File: src/rtl/evq_pkg.sv
package evq_pkg;
  localparam int unsigned PAYLOAD_W = 31;
  localparam logic [PAYLOAD_W-1:0] IPI_CODE = 31'(32'h0100_0000);

  // Memory byte 0 holds the most significant logical byte.
  function automatic logic [31:0] swap_bytes(input logic [31:0] w);
    return {w[7:0], w[15:8], w[23:16], w[31:24]};
  endfunction

  // A slot is new when its generation flag differs from the stale value.
  function automatic logic slot_is_new(input logic [31:0] logical, input logic stale);
    return logical[31] != stale;
  endfunction
endpackage

File: src/rtl/evq_fetch_ctrl.sv
module evq_fetch_ctrl (
  input  logic clk,
  input  logic rst_n,
  input  logic deq_req,
  input  logic mem_rd_valid,
  output logic rd_en,
  output logic commit,
  output logic rsp_valid
);
  logic busy_q;
  logic rd_en_q;
  logic rsp_q;
  logic accept;

  assign accept = deq_req && !busy_q;
  assign commit = busy_q && mem_rd_valid;
  assign rd_en  = rd_en_q;
  assign rsp_valid = rsp_q;

  always_ff @(posedge clk) begin
    if (!rst_n) begin
      busy_q  <= 1'b0;
      rd_en_q <= 1'b0;
      rsp_q   <= 1'b0;
    end else begin
      rd_en_q <= accept;
      rsp_q   <= commit;
      if (accept) busy_q <= 1'b1;
      else if (commit) busy_q <= 1'b0;
    end
  end

  AST_SINGLE_READ: assert property (@(posedge clk) disable iff (!rst_n)
    rd_en |=> !rd_en);
  AST_RSP_AFTER_DATA: assert property (@(posedge clk) disable iff (!rst_n)
    commit |=> rsp_valid);
  AST_RSP_PULSE: assert property (@(posedge clk) disable iff (!rst_n)
    rsp_valid |=> !rsp_valid);
  AST_REQ_STARTS_READ: assert property (@(posedge clk) disable iff (!rst_n)
    accept |=> rd_en);
endmodule

File: src/rtl/evq_ring_ptr.sv
module evq_ring_ptr #(
  parameter int unsigned IDX_W = 10
) (
  input  logic             clk,
  input  logic             rst_n,
  input  logic             commit,
  input  logic             entry_new,
  output logic [IDX_W-1:0] idx,
  output logic             stale
);
  localparam logic [IDX_W-1:0] LAST_IDX = {IDX_W{1'b1}};

  logic [IDX_W-1:0] idx_q;
  logic             stale_q;
  logic             advance;
  logic             wrap;

  assign advance = commit && entry_new;
  assign wrap    = advance && (idx_q == LAST_IDX);
  assign idx     = idx_q;
  assign stale   = stale_q;

  always_ff @(posedge clk) begin
    if (!rst_n) begin
      idx_q   <= '0;
      stale_q <= 1'b0;
    end else if (advance) begin
      idx_q <= idx_q + 1'b1;
      if (wrap) stale_q <= ~stale_q;
    end
  end

  AST_EMPTY_HOLDS: assert property (@(posedge clk) disable iff (!rst_n)
    (commit && !entry_new) |=> ($stable(idx_q) && $stable(stale_q)));
  AST_WRAP_FLIP: assert property (@(posedge clk) disable iff (!rst_n)
    wrap |=> (idx_q == '0 && stale_q != $past(stale_q)));
  AST_NO_FLIP_MIDRING: assert property (@(posedge clk) disable iff (!rst_n)
    (advance && idx_q != LAST_IDX) |=> $stable(stale_q));
endmodule

File: src/rtl/evq_decode.sv
module evq_decode
  import evq_pkg::*;
(
  input  logic                 clk,
  input  logic                 rst_n,
  input  logic                 commit,
  input  logic [31:0]          raw_word,
  input  logic                 stale,
  input  logic [PAYLOAD_W-1:0] ipi_vector,
  output logic                 entry_new,
  output logic [PAYLOAD_W-1:0] payload,
  output logic                 is_ipi
);
  logic [31:0]          logical;
  logic [PAYLOAD_W-1:0] body;
  logic                 hit_ipi;

  assign logical   = swap_bytes(raw_word);
  assign entry_new = slot_is_new(logical, stale);
  assign body      = entry_new ? logical[PAYLOAD_W-1:0] : '0;
  assign hit_ipi   = entry_new && (body == IPI_CODE);

  always_ff @(posedge clk) begin
    if (!rst_n) begin
      payload <= '0;
      is_ipi  <= 1'b0;
    end else if (commit) begin
      payload <= hit_ipi ? ipi_vector : body;
      is_ipi  <= hit_ipi;
    end
  end

  AST_IPI_FLAGGED: assert property (@(posedge clk) disable iff (!rst_n)
    (commit && hit_ipi) |=> is_ipi);
  AST_EMPTY_ZERO: assert property (@(posedge clk) disable iff (!rst_n)
    (commit && !entry_new) |=> (payload == '0 && !is_ipi));
endmodule

File: src/rtl/evq_reader.sv
module evq_reader
  import evq_pkg::*;
#(
  parameter int unsigned IDX_W = 10
) (
  input  logic                 clk,
  input  logic                 rst_n,
  input  logic                 deq_req,
  input  logic [PAYLOAD_W-1:0] ipi_vector,
  output logic                 mem_rd_en,
  output logic [IDX_W-1:0]     mem_rd_addr,
  input  logic                 mem_rd_valid,
  input  logic [31:0]          mem_rd_data,
  output logic                 rsp_valid,
  output logic [PAYLOAD_W-1:0] rsp_payload,
  output logic                 rsp_is_ipi
);
  logic commit;
  logic entry_new;
  logic stale;

  evq_fetch_ctrl u_ctrl (
    .clk(clk), .rst_n(rst_n), .deq_req(deq_req), .mem_rd_valid(mem_rd_valid),
    .rd_en(mem_rd_en), .commit(commit), .rsp_valid(rsp_valid)
  );

  evq_ring_ptr #(.IDX_W(IDX_W)) u_ptr (
    .clk(clk), .rst_n(rst_n), .commit(commit), .entry_new(entry_new),
    .idx(mem_rd_addr), .stale(stale)
  );

  evq_decode u_dec (
    .clk(clk), .rst_n(rst_n), .commit(commit), .raw_word(mem_rd_data),
    .stale(stale), .ipi_vector(ipi_vector), .entry_new(entry_new),
    .payload(rsp_payload), .is_ipi(rsp_is_ipi)
  );

  AST_ADDR_STEADY: assert property (@(posedge clk) disable iff (!rst_n)
    mem_rd_en |=> $stable(mem_rd_addr));
endmodule

File: config.mk
export PLATFORM = sky130hd
export DESIGN_NAME = evq_reader
export DESIGN_NICKNAME = d
export VERILOG_FILES = /design/src/rtl/evq_pkg.sv /design/src/rtl/evq_fetch_ctrl.sv /design/src/rtl/evq_ring_ptr.sv /design/src/rtl/evq_decode.sv /design/src/rtl/evq_reader.sv
export SDC_FILE = /design/constraint.sdc
export NUM_CORES = 1
export LEC_CHECK = 0
export ABC_AREA = 0
export BUFFER_PORTS_ARGS = -buffer_cell sky130_fd_sc_hd__buf_4
export CAP_MARGIN = 25
export CORE_UTILIZATION = 47
export DETAILED_ROUTE_END_ITERATION = 16
export GPL_ROUTABILITY_DRIVEN = 0
export PLACE_DENSITY = 0.87
export SYNTH_ARGS = -nofsm -noshare
export SYNTH_HDL_FRONTEND = slang
export SYNTH_HIERARCHICAL = 1
export SYNTH_SLANG_ARGS = --single-unit
File: constraint.sdc
create_clock -name clk -period 2.44 [get_ports clk]
set_input_delay 0.732 -clock clk [delete_from_list [all_inputs] [get_ports clk]]
set_output_delay 0.732 -clock clk [all_outputs]
set_load 0.02 [all_outputs]
==> metrics.cfg, run 1 <==
[outcome]
status = finished, final reports clean

[timing]
worst_slew_margin_rel_pct = 64.0
finalCritPeriodShare_pct = 84.8
finalMaxSlewViolations = 0
timing.setup.tns_ns = 0
max_freq_ghz = 0.483
worst-slew-pin-transition_ns = 0.539
timing.final.ws_setup_ns = 0.370
rsz0062_at_grt = no
finalHoldViolCount = 0
skew_ns = 0.00505
period_minus_slack_ns = 2.07
finalSetupViolCount = 0

[logic_synthesis]
synthDistinctLibCells = 38
post_synth_inst_count = 268
syn_nets = 336
synth_async_sr_flop_share_pct = 0
postSynthRegisterBits = 46
ys.flop_type = sky130_fd_sc_hd__dfxtp_1
ys_warn_count = 6
synth-edff-count = 0
post_synth.cell_area_avg_um2 = 9.39
synth.yosys.seq_area_share_pct = 36.6
mappedNetlistArea_um2 = 2520

[drt]
antenna_violating_nets_post_route = 0
detailedRoute.firstPassIterationCount = 4
post_drt_via_cell_ratio = 6.03
drtIter0Drc = 100
wl_per_cell_um = 16.7
postRouteWirelength_mm = 7.34
routed-via-count = 2649
drc = 0

[pwr]
power.static_leakage_nw = 1.30
totalPowerFinal_w = 0.00160
irDropWorstVdd_mv = 0.287
p_per_area_nw_per_um2 = 466

[clock_tree]
tritoncts_clock_tree = done
postCtsSetupRepairBufs = 0
cts-htree-levels = 2
cts_hold_repair.buffers = 0
cts.root.buffer_cell = sky130_fd_sc_hd__clkbuf_8
ctsLongestPathBuffers = 2
clk_lat_worst_skew_ns = 0.29
clkSlewWorstSetupHoldPaths_ns = 0.08
clock-sinks = 46
cts_inserted_buffers = 5
cts.repair.resized = 0

[die]
die_h_um = 75.2
start_util_pct = 49.0
die-width_um = 75.2
std_cell_rows = 26
boundaryPins = 111
coreArea_um2 = 5140
dieArea_um2 = 5650

[cells_and_area]
insertedDiodeCount = 0
final_cell_mix = sky130_fd_sc_hd__buf_4 (121), sky130_fd_sc_hd__dfxtp_1 (46), sky130_fd_sc_hd__a21oi_1 (38)
final_common_cell = sky130_fd_sc_hd__buf_4
util_after_layout_pct = 66.9
post-route-cell-area_um2 = 3440
drive_gt1_share_pct = 45.5
area.growth.synth_to_final_pct = 36.7
net_count_final = 436

[place]
post_dp_cell_area_um2 = 3350
pre_cts_slack_ns = 0.0627
place_hpwl_mm = 5.32
place.port_buffers = 110

[critical_path]
timing.rr.start = u_ptr/stale
crit_path_start = mem_rd_data[15]
endpoint_kind = flip-flop
worst-path-max-fanout = 10
timing_worst_setup_path_type = input port to flip-flop
crit_arrival_ns = 2.29
req_time_crit_path_ns = 2.66
worstSetupStartpointType = input port

[worst_hold_path]
hp-class = flip-flop to flip-flop
hp-start = u_dec/payload[24]

[global_route]
first_global_vias = 2475
grt_overflow_total = 0
track_usage_pct = 25.9
wire_length_of_the_first_global_routing_pass_mm = 11.1
grt_max_degree = 43
antenna_found_initial = 0

[run]
max-cap-violations = 0

cell families (layout without fill, tap and decap cells):
logic type | after synthesis | in the layout | share of synthesized area, %
buffers and inverters | 35 | 136 | 8.60
AND/OR/NAND/NOR | 44 | 44 | 11.1
flip-flops | 46 | 46 | 36.6
multiplexers | 1 | 1 | 0.398
adder cells (fa/ha/maj) | 1 | 1 | 0.497
XOR/XNOR | 3 | 3 | 1.34
AO/OA/AOI/OAI | 138 | 138 | 41.5
stage by stage:
| step | instances | hold slack [ns] |
|---|---|---|
| after floorplan | 268 | 0.479 |
| after global placement | 431 | 0.457 |
| after detailed placement | 431 | 0.459 |
| after CTS | 439 | 0.470 |
| after global routing | 439 | 0.499 |
| final | 439 | 0.469 |
where the power goes:
part           internal (W)  total (W)  leakage [nW]  switching [W]
clock              0.000229   0.000479        0.0482       0.000250
combinational      0.000157   0.000319         0.876       0.000162
sequential         0.000782   0.000807         0.375      0.0000249
registers in the layout, indices dropped and copies added (netlist names):
signal,cells
u_ctrl/busy_q,1
u_ctrl/rsp_valid,1
u_ptr/stale,1
u_ptr/idx,10
u_dec/payload,31
u_dec/is_ipi,1
u_ctrl/rd_en,1
per-layer routing:
metal  vias up  global-route usage, %  part of all wire (%)
met5         -                      0                     0
met4         0                   7.00                   1.6
met3        13                   7.36                   6.9
met2       101                   46.9                    51
met1      1273                   30.0                    40
li1       1262                      -                     -
worst max-delay path: stages:
cell and delay, ns:
sky130_fd_sc_hd__buf_4 0.12, sky130_fd_sc_hd__nor4_1 0.48, sky130_fd_sc_hd__nand3_1 0.18, sky130_fd_sc_hd__or2_2 0.45, sky130_fd_sc_hd__buf_4 0.21, sky130_fd_sc_hd__o22ai_2 0.11
Yosys cell counts (all sizes together) (3+ instances only):
library cell / instances / share of area, %
o31ai: 4 / 1.2
nand3: 7 / 1.6
nand4: 4 / 1.6
clkbuf: 19 / 2.8
o21ai: 34 / 6.8
buf: 10 / 4.9
o22ai: 31 / 15
a21oi: 39 / 7.9
or3: 3 / 0.75
nand2b: 3 / 1.0
nand2: 6 / 0.90
inv: 5 / 0.75
dfxtp: 46 / 37
nor4: 8 / 2.0
nor2: 4 / 0.60
or4: 4 / 1.2
o2111ai: 30 / 10
final cells by class:
class                           instances  area, µm²
Clock buffer                            7       86.3
Clock inverter                          1       5.00
Fill cell                             449       1700
Inverter                                6       22.5
Multi-Input combinational cell        187       1390
Sequential cell                        46        921
Tap cell                               70       87.6
Timing Repair Buffer                  122        928
worst paths after layout:
kind	cells after the start	slack [ns]	to
worst max register to register	4	0.78	u_ptr/idx[7]
worst min register to register	2	0.47	u_dec/payload[24]
worst max-delay path	6	0.37	u_dec/payload[23]
worst min-delay path	2	0.47	u_dec/payload[24]
Power figures use the tool's default switching activity.
==> run 2: changes to the inputs <==
- clock period: 2.44 -> 2.1 ns (I/O delays scaled with it)
==> run 2 against run 1 <==
  * Worst setup slack worse by 0.032 ns
  * Count of clock-buffer cells in the layout down 1
  * First-iteration DRC count rose by 57%
  * Utilization rose by 0.22 points
  * Hold slack gained 0.015 ns
  * Sequential cell count is the same
  * Clock power increased by 18%
  * Power increased by 17%
  * Clock skew rose by 0.0058 ns
  * Global-route usage down 0.48 points
  * Wire length decreased by 2.0%
  * Die area unchanged
  * Largest power group unchanged
  * Highest routed layer unchanged
==> metrics.cfg, run 2 (synthesized netlist as in run 1, its figures left out) <==
[drt]
antenna_violating_nets_post_route = 0  ; unchanged
drc = 0  ; unchanged
drtIter0Drc = 157  ; +57%
detailedRoute.firstPassIterationCount = 4  ; unchanged
wl_per_cell_um = 16.3  ; -2.2%
routed-via-count = 2600  ; -1.8%
post_drt_via_cell_ratio = 5.91  ; -2.1%
postRouteWirelength_mm = 7.19  ; -2.0%

[cells_and_area]
net_count_final = 437  ; +0.23%
final_common_cell = sky130_fd_sc_hd__buf_4
insertedDiodeCount = 0  ; unchanged
area.growth.synth_to_final_pct = 37.2
util_after_layout_pct = 67.2  ; +0.22 points
final_cell_mix = sky130_fd_sc_hd__buf_4 (122), sky130_fd_sc_hd__dfxtp_1 (46), sky130_fd_sc_hd__a21oi_1 (38)
drive_gt1_share_pct = 45.9  ; +0.42 points
largest_register_ffs = 31  ; unchanged
filler_cell_count = 437  ; -2.7%
registers.top_by_ff_count = u_dec/payload

[clock_tree]
clock-sinks = 46  ; unchanged
cts_hold_repair.buffers = 0  ; unchanged
cts.repair.resized = 0  ; unchanged
tritoncts_clock_tree = done
postCtsSetupRepairBufs = 0  ; unchanged
cts-htree-levels = 2  ; unchanged
clkSlewWorstSetupHoldPaths_ns = 0.08  ; about the same
cts.root.buffer_cell = sky130_fd_sc_hd__clkbuf_8
ctsLongestPathBuffers = 2  ; unchanged
cts_inserted_buffers = 5  ; unchanged
clk_lat_worst_skew_ns = 0.30  ; about the same

[outcome]
status = finished, final reports clean

[place]
place_hpwl_mm = 5.22  ; -1.8%
pre_cts_slack_ns = 0.0647  ; +0.00203 ns
place.port_buffers = 110  ; unchanged

[global_route]
antenna_found_initial = 0  ; unchanged
first_global_vias = 2446  ; -1.2%
wire_length_of_the_first_global_routing_pass_mm = 11.0  ; -0.74%
grt_max_degree = 52  ; +21%
track_usage_pct = 25.5  ; -0.48 points
grt_overflow_total = 0  ; unchanged

[critical_path]
timing_worst_setup_path_type = input port to flip-flop
endpoint_kind = flip-flop
worst-r2r-setup-slack_ns = 0.49  ; -0.29 ns
worst-path-max-fanout = 13  ; +3
crit_arrival_ns = 1.98  ; -0.31 ns
worstSetupStartpointType = input port
crit_path_start = mem_rd_data[17]
req_time_crit_path_ns = 2.32  ; -0.34 ns
timing.rr.start = u_ptr/stale

[die]
std_cell_rows = 26  ; unchanged
start_util_pct = 49.0  ; unchanged
boundaryPins = 111  ; unchanged
die_h_um = 75.2  ; unchanged
dieArea_um2 = 5650  ; unchanged
coreArea_um2 = 5140  ; unchanged
die-width_um = 75.2  ; unchanged

[pwr]
p_per_area_nw_per_um2 = 542  ; +16%
irDropWorstVdd_mv = 0.494  ; +72%
power.static_leakage_nw = 1.30  ; about the same

[timing]
rsz0062_at_grt = no
worst-slew-pin-transition_ns = 0.400  ; -0.138 ns
skew_ns = 0.0108  ; +0.00580 ns
max_freq_ghz = 0.568
finalHoldViolCount = 0  ; unchanged
worst_slew_margin_rel_pct = 73.1  ; +9.0 points
finalCritPeriodShare_pct = 83.9
finalSetupViolCount = 0  ; unchanged
timing.final.ws_setup_ns = 0.339  ; -0.0318 ns
timing.setup.tns_ns = 0  ; unchanged
finalMaxSlewViolations = 0  ; unchanged
period_minus_slack_ns = 1.76

[worst_hold_path]
hp-class = flip-flop to flip-flop
hp-start = u_dec/is_ipi

[run]
max-cap-violations = 0  ; unchanged

[run 2: layout make-up]
| class | instances | area (µm²) | area share (%) |
|---|---|---|---|
| Clock inverter | 2 | 12.5 | 0.362 |
| Clock buffer | 6 | 82.6 | 2.39 |
| Inverter | 6 | 22.5 | 0.652 |
| Sequential cell | 46 | 921 | 26.7 |
| Timing Repair Buffer | 123 | 936 | 27.1 |
| Tap cell | 70 | 87.6 | 2.54 |
| Multi-Input combinational cell | 187 | 1390 | 40.3 |
[run 2: worst max-delay path, stage by stage]
cell and delay, ns:
sky130_fd_sc_hd__buf_4 0.12, sky130_fd_sc_hd__nor4_1 0.36, sky130_fd_sc_hd__nand4_1 0.20, sky130_fd_sc_hd__or2_2 0.35
sky130_fd_sc_hd__buf_4 0.22, sky130_fd_sc_hd__o22ai_2 0.11
[run 2: final timing paths]
path / depth (start not counted) / to
setup reg to reg: 4 / u_ptr/idx[8]
hold reg to reg: 2 / u_dec/is_ipi
hold / removal: 2 / u_dec/is_ipi
setup / recovery: 6 / u_dec/payload[2]
[run 2: layer usage]
layer / GRT usage, % / vias to the layer above / share of wire [%]
met2: 42.5 / 97 / 50
met4: 9.05 / 0 / 1.9
li1: - / 1263 / -
met1: 30.8 / 1226 / 41
met5: 0 / - / 0
met3: 8.30 / 14 / 6.7
[run 2: stage by stage]
| stage | instances | hold WS, ns | cell area [µm²] | total power (W) |
|---|---|---|---|---|
| global placement | 432 | 0.464 | 3360 | 0.00132 |
| global route | 440 | 0.525 | 3450 | 0.00195 |
| floorplan | 268 | 0.479 | 2520 | 0.00113 |
| finish | 440 | 0.485 | 3450 | 0.00187 |
| detailed placement | 432 | 0.468 | 3360 | 0.00133 |
| CTS | 440 | 0.482 | 3450 | 0.00188 |
[run 2: report_power, final]
part	switching, W	internal (W)
Sequential	0.0000287	0.000909
Clock	0.000298	0.000265
Combinational	0.000187	0.000185
Total	0.000514	0.00136
==> run 3: changes to the inputs <==
- ABC_AREA: 0 -> 1
- CORE_UTILIZATION: 47 -> 49
- clock period: 2.1 -> 1.8 ns (I/O delays scaled with it)
==> run 3 against run 2 <==
  * Clock skew is 0.0034 ns lower
  * Critical path type is now flip-flop to flip-flop
  * Non-clock buffer count increased by 27
  * Combinational power grew 35%
  * Design area is 21% higher
  * The run now ends with negative setup slack left
  * Critical endpoint is now u_dec/payload[21]
  * Sequential cell count is the same
  * Sequential power increased by 12%
  * Utilization is 7.9 points higher
  * Highest routed layer unchanged
  * Clock power rose by 17%
  * Synthesized cell count up 51%
==> metrics.cfg, run 3 <==
[outcome]
status = finished, violations left
violations = negative setup slack

[timing]
finalSetupViolCount = 29  ; +29
worst_slew_margin_rel_pct = 79.5  ; +6.5 points
rsz0062_at_grt = yes
max_freq_ghz = 0.535
skew_ns = 0.00742  ; -0.00343 ns
finalCritPeriodShare_pct = 104
finalMaxSlewViolations = 0  ; unchanged
worst-slew-pin-transition_ns = 0.306  ; -0.0938 ns
period_minus_slack_ns = 1.87
finalHoldViolCount = 0  ; unchanged
timing.final.ws_setup_ns = -0.0680  ; -0.406 ns

[pwr]
power.switching_fraction_pct = 28.4  ; +0.96 points
power.static_leakage_nw = 1.92  ; +48%
irDropWorstVdd_mv = 0.372  ; -25%
p_seq_share_pct = 47.6  ; -2.5 points
power.share.clock_pct = 29.7  ; -0.4 points
internal_power_w = 0.00158  ; +17%
p_per_area_nw_per_um2 = 529  ; -2.5%
power.switching_w = 0.000628  ; +22%
comb_power_share_pct = 22.7  ; +2.9 points

[drt]
antenna_violating_nets_post_route = 0  ; unchanged
post_drt_via_cell_ratio = 5.36  ; -9.3%
routed-via-count = 3308  ; +27%
wl_per_cell_um = 15.1  ; -7.4%
drc = 0  ; unchanged
postRouteWirelength_mm = 9.34  ; +30%
drtIter0Drc = 325  ; +110%
detailedRoute.firstPassIterationCount = 5  ; +1

[die]
start_util_pct = 51.5  ; +2.6 points
coreArea_um2 = 5570  ; +8.4%
std_cell_rows = 27  ; +3.8%
die_h_um = 78.6  ; +4.5%
dieArea_um2 = 6170  ; +9.2%
boundaryPins = 111  ; unchanged
die-width_um = 78.6  ; +4.5%

[cells_and_area]
largest_register_ffs = 31  ; unchanged
area.growth.synth_to_final_pct = 45.6
final_common_cell = sky130_fd_sc_hd__buf_4
insertedDiodeCount = 0  ; unchanged
net_count_final = 612  ; +40%
util_after_layout_pct = 75.0  ; +7.9 points
filler_cell_count = 405  ; -7.3%
final-instance-count-excl-fill = 617  ; +40%
registers.top_by_ff_count = u_dec/payload
drive_gt1_share_pct = 44.6  ; -1.4 points
final_cell_mix = sky130_fd_sc_hd__buf_4 (142), sky130_fd_sc_hd__nand2_1 (141), sky130_fd_sc_hd__dfxtp_1 (45)

[place]
placed_cells = 604  ; +40%
place_hpwl_mm = 6.41  ; +23%
place.port_buffers = 110  ; unchanged

[global_route]
antenna_found_initial = 0  ; unchanged
wire_length_of_the_first_global_routing_pass_mm = 14.0  ; +26%
first_global_vias = 3150  ; +29%
grt_overflow_total = 0  ; unchanged
grt_max_degree = 33  ; -37%
track_usage_pct = 28.7  ; +3.2 points

[clock_tree]
clkSlewWorstSetupHoldPaths_ns = 0.08  ; about the same
clock-sinks = 46  ; unchanged
cts_inserted_buffers = 5  ; unchanged
cts.root.buffer_cell = sky130_fd_sc_hd__clkbuf_8
tritoncts_clock_tree = done
ctsLongestPathBuffers = 2  ; unchanged
cts-htree-levels = 2  ; unchanged
clk_lat_worst_skew_ns = 0.31  ; about the same

[worst_hold_path]
hp-class = flip-flop to flip-flop

[logic_synthesis]
synth.cells.most_frequent = sky130_fd_sc_hd__nand2_1 (141), sky130_fd_sc_hd__dfxtp_1 (46), sky130_fd_sc_hd__inv_1 (35), sky130_fd_sc_hd__nand3_2 (34), sky130_fd_sc_hd__a21oi_2 (29)
synth-edff-count = 0  ; unchanged
netlist.area_leader.share_pct = 32.1  ; -4.5 points
synth_async_sr_flop_share_pct = 0  ; unchanged
synthMostInstantiatedCell = sky130_fd_sc_hd__nand2_1
synth.yosys.seq_area_share_pct = 32.1  ; -4.5 points
syn_nets = 473  ; +41%
post_synth_inst_count = 405  ; +51%
post_synth.cell_area_avg_um2 = 7.09  ; -24%
synth_top_cell_by_area = sky130_fd_sc_hd__dfxtp_1
mappedNetlistArea_um2 = 2870  ; +14%
ys.flop_type = sky130_fd_sc_hd__dfxtp_1
postSynthRegisterBits = 46  ; unchanged
synthDistinctLibCells = 25  ; -34%
ys_warn_count = 6  ; unchanged
post_synth_main_area_contributors = sky130_fd_sc_hd__dfxtp_1 (32%), sky130_fd_sc_hd__nand2_1 (18%), sky130_fd_sc_hd__nand3_2 (12%)

[critical_path]
crit_path_max_incr_delay_ns = 0.38  ; +0.02 ns
worstSetupStartpointType = flip-flop
path_cells = inv_4, nand2_4, nand3_2, nand2_1, nor2_1, nand2_1, nor2_4, clkbuf_16, nand3_2, nand2_1, nand2_1, a21oi_2
worst-path-max-fanout = 9  ; -4
most_used_cell_cp = sky130_fd_sc_hd__nand2_1
req_time_crit_path_ns = 2.04  ; -0.28 ns
crit_arrival_ns = 2.11  ; +0.13 ns
timing_worst_setup_path_type = flip-flop to flip-flop
critical_path_slowest_stage_cell = sky130_fd_sc_hd__dfxtp_4
endpoint_kind = flip-flop

[run]
max-cap-violations = 0  ; unchanged

## run 3: cell type report
class / instances / area [µm²] / area share, %
Tap cell: 72 / 90.1 / 2.15
Clock inverter: 1 / 5.00 / 0.120
Inverter: 36 / 140 / 3.35
Clock buffer: 7 / 86.3 / 2.06
Timing Repair Buffer: 150 / 1220 / 29.1
Multi-Input combinational cell: 305 / 1720 / 41.1
Sequential cell: 46 / 925 / 22.1
## run 3: logic make-up after synthesis
family	count (synthesis)	share of synthesized area (%)
adder cells (fa/ha/maj)	1	0.436
flip-flops	46	32.1
AO/OA/AOI/OAI	59	14.4
AND/OR/NAND/NOR	243	42.8
buffers and inverters	56	10.3
## run 3: worst max-delay path, delay by kind of cell, from the launching register on
kind                   cells  cell delay, ns
flip-flops                 1            0.38
AO/OA/AOI/OAI              1            0.11
buffers and inverters      2            0.32
AND/OR/NAND/NOR            9            0.98
## run 3: path summary, 6_finish.rpt
kind / slack (ns) / depth (start not counted) / start / end
worst min register to register: 0.46 / 1 / u_ctrl/busy_q / u_ctrl/rd_en
worst max-delay path: -0.07 / 12 / u_ptr/stale / u_dec/payload[21]
worst max register to register: -0.07 / 12 / u_ptr/stale / u_dec/payload[21]
worst min-delay path: 0.46 / 1 / u_ctrl/busy_q / u_ctrl/rd_en
## run 3: layer usage
| layer | share of wire [%] | wire (µm) | track usage, % |
|---|---|---|---|
| met4 | 2.1 | 198 | 8.89 |
| met2 | 48 | 4490 | 49.0 |
| met1 | 40 | 3770 | 36.4 |
| met3 | 9.5 | 884 | 4.77 |
| met5 | 0 | 0 | 0 |
## run 3: stage by stage
step                hold slack, ns  power [W]  setup TNS (ns)  instance area, µm²  setup slack, ns
floorplan                    0.425    0.00130               0                2890          0.00817
global placement             0.438    0.00154           -7.61                3970           -0.243
detailed placement           0.440    0.00155          -10.10                3970           -0.317
CTS                          0.461    0.00219               0                4060          0.00225
global route                 0.480    0.00231           -3.95                4180           -0.163
finish                       0.461    0.00221           -1.05                4180          -0.0680
## run 3: timing repair
action                     4_1_cts  5_1_grt
gates resized for setup          1       14
setup endpoints to repair        1       39
setup buffers                    0        0
hold endpoints to repair         0        0
cloned                           0        5
hold buffers                     0        0
pin swaps                        0        5
## run 3: power groups by stage
| stage | clock network (W) | logic [W] | registers, W |
|---|---|---|---|
| global route | 0.000717 | 0.000539 | 0.00106 |
| floorplan | 0 | 0.000193 | 0.00110 |
| finish | 0.000656 | 0.000503 | 0.00105 |
| CTS | 0.000662 | 0.000474 | 0.00105 |
| global placement | 0 | 0.000463 | 0.00108 |
| detailed placement | 0 | 0.000470 | 0.00108 |
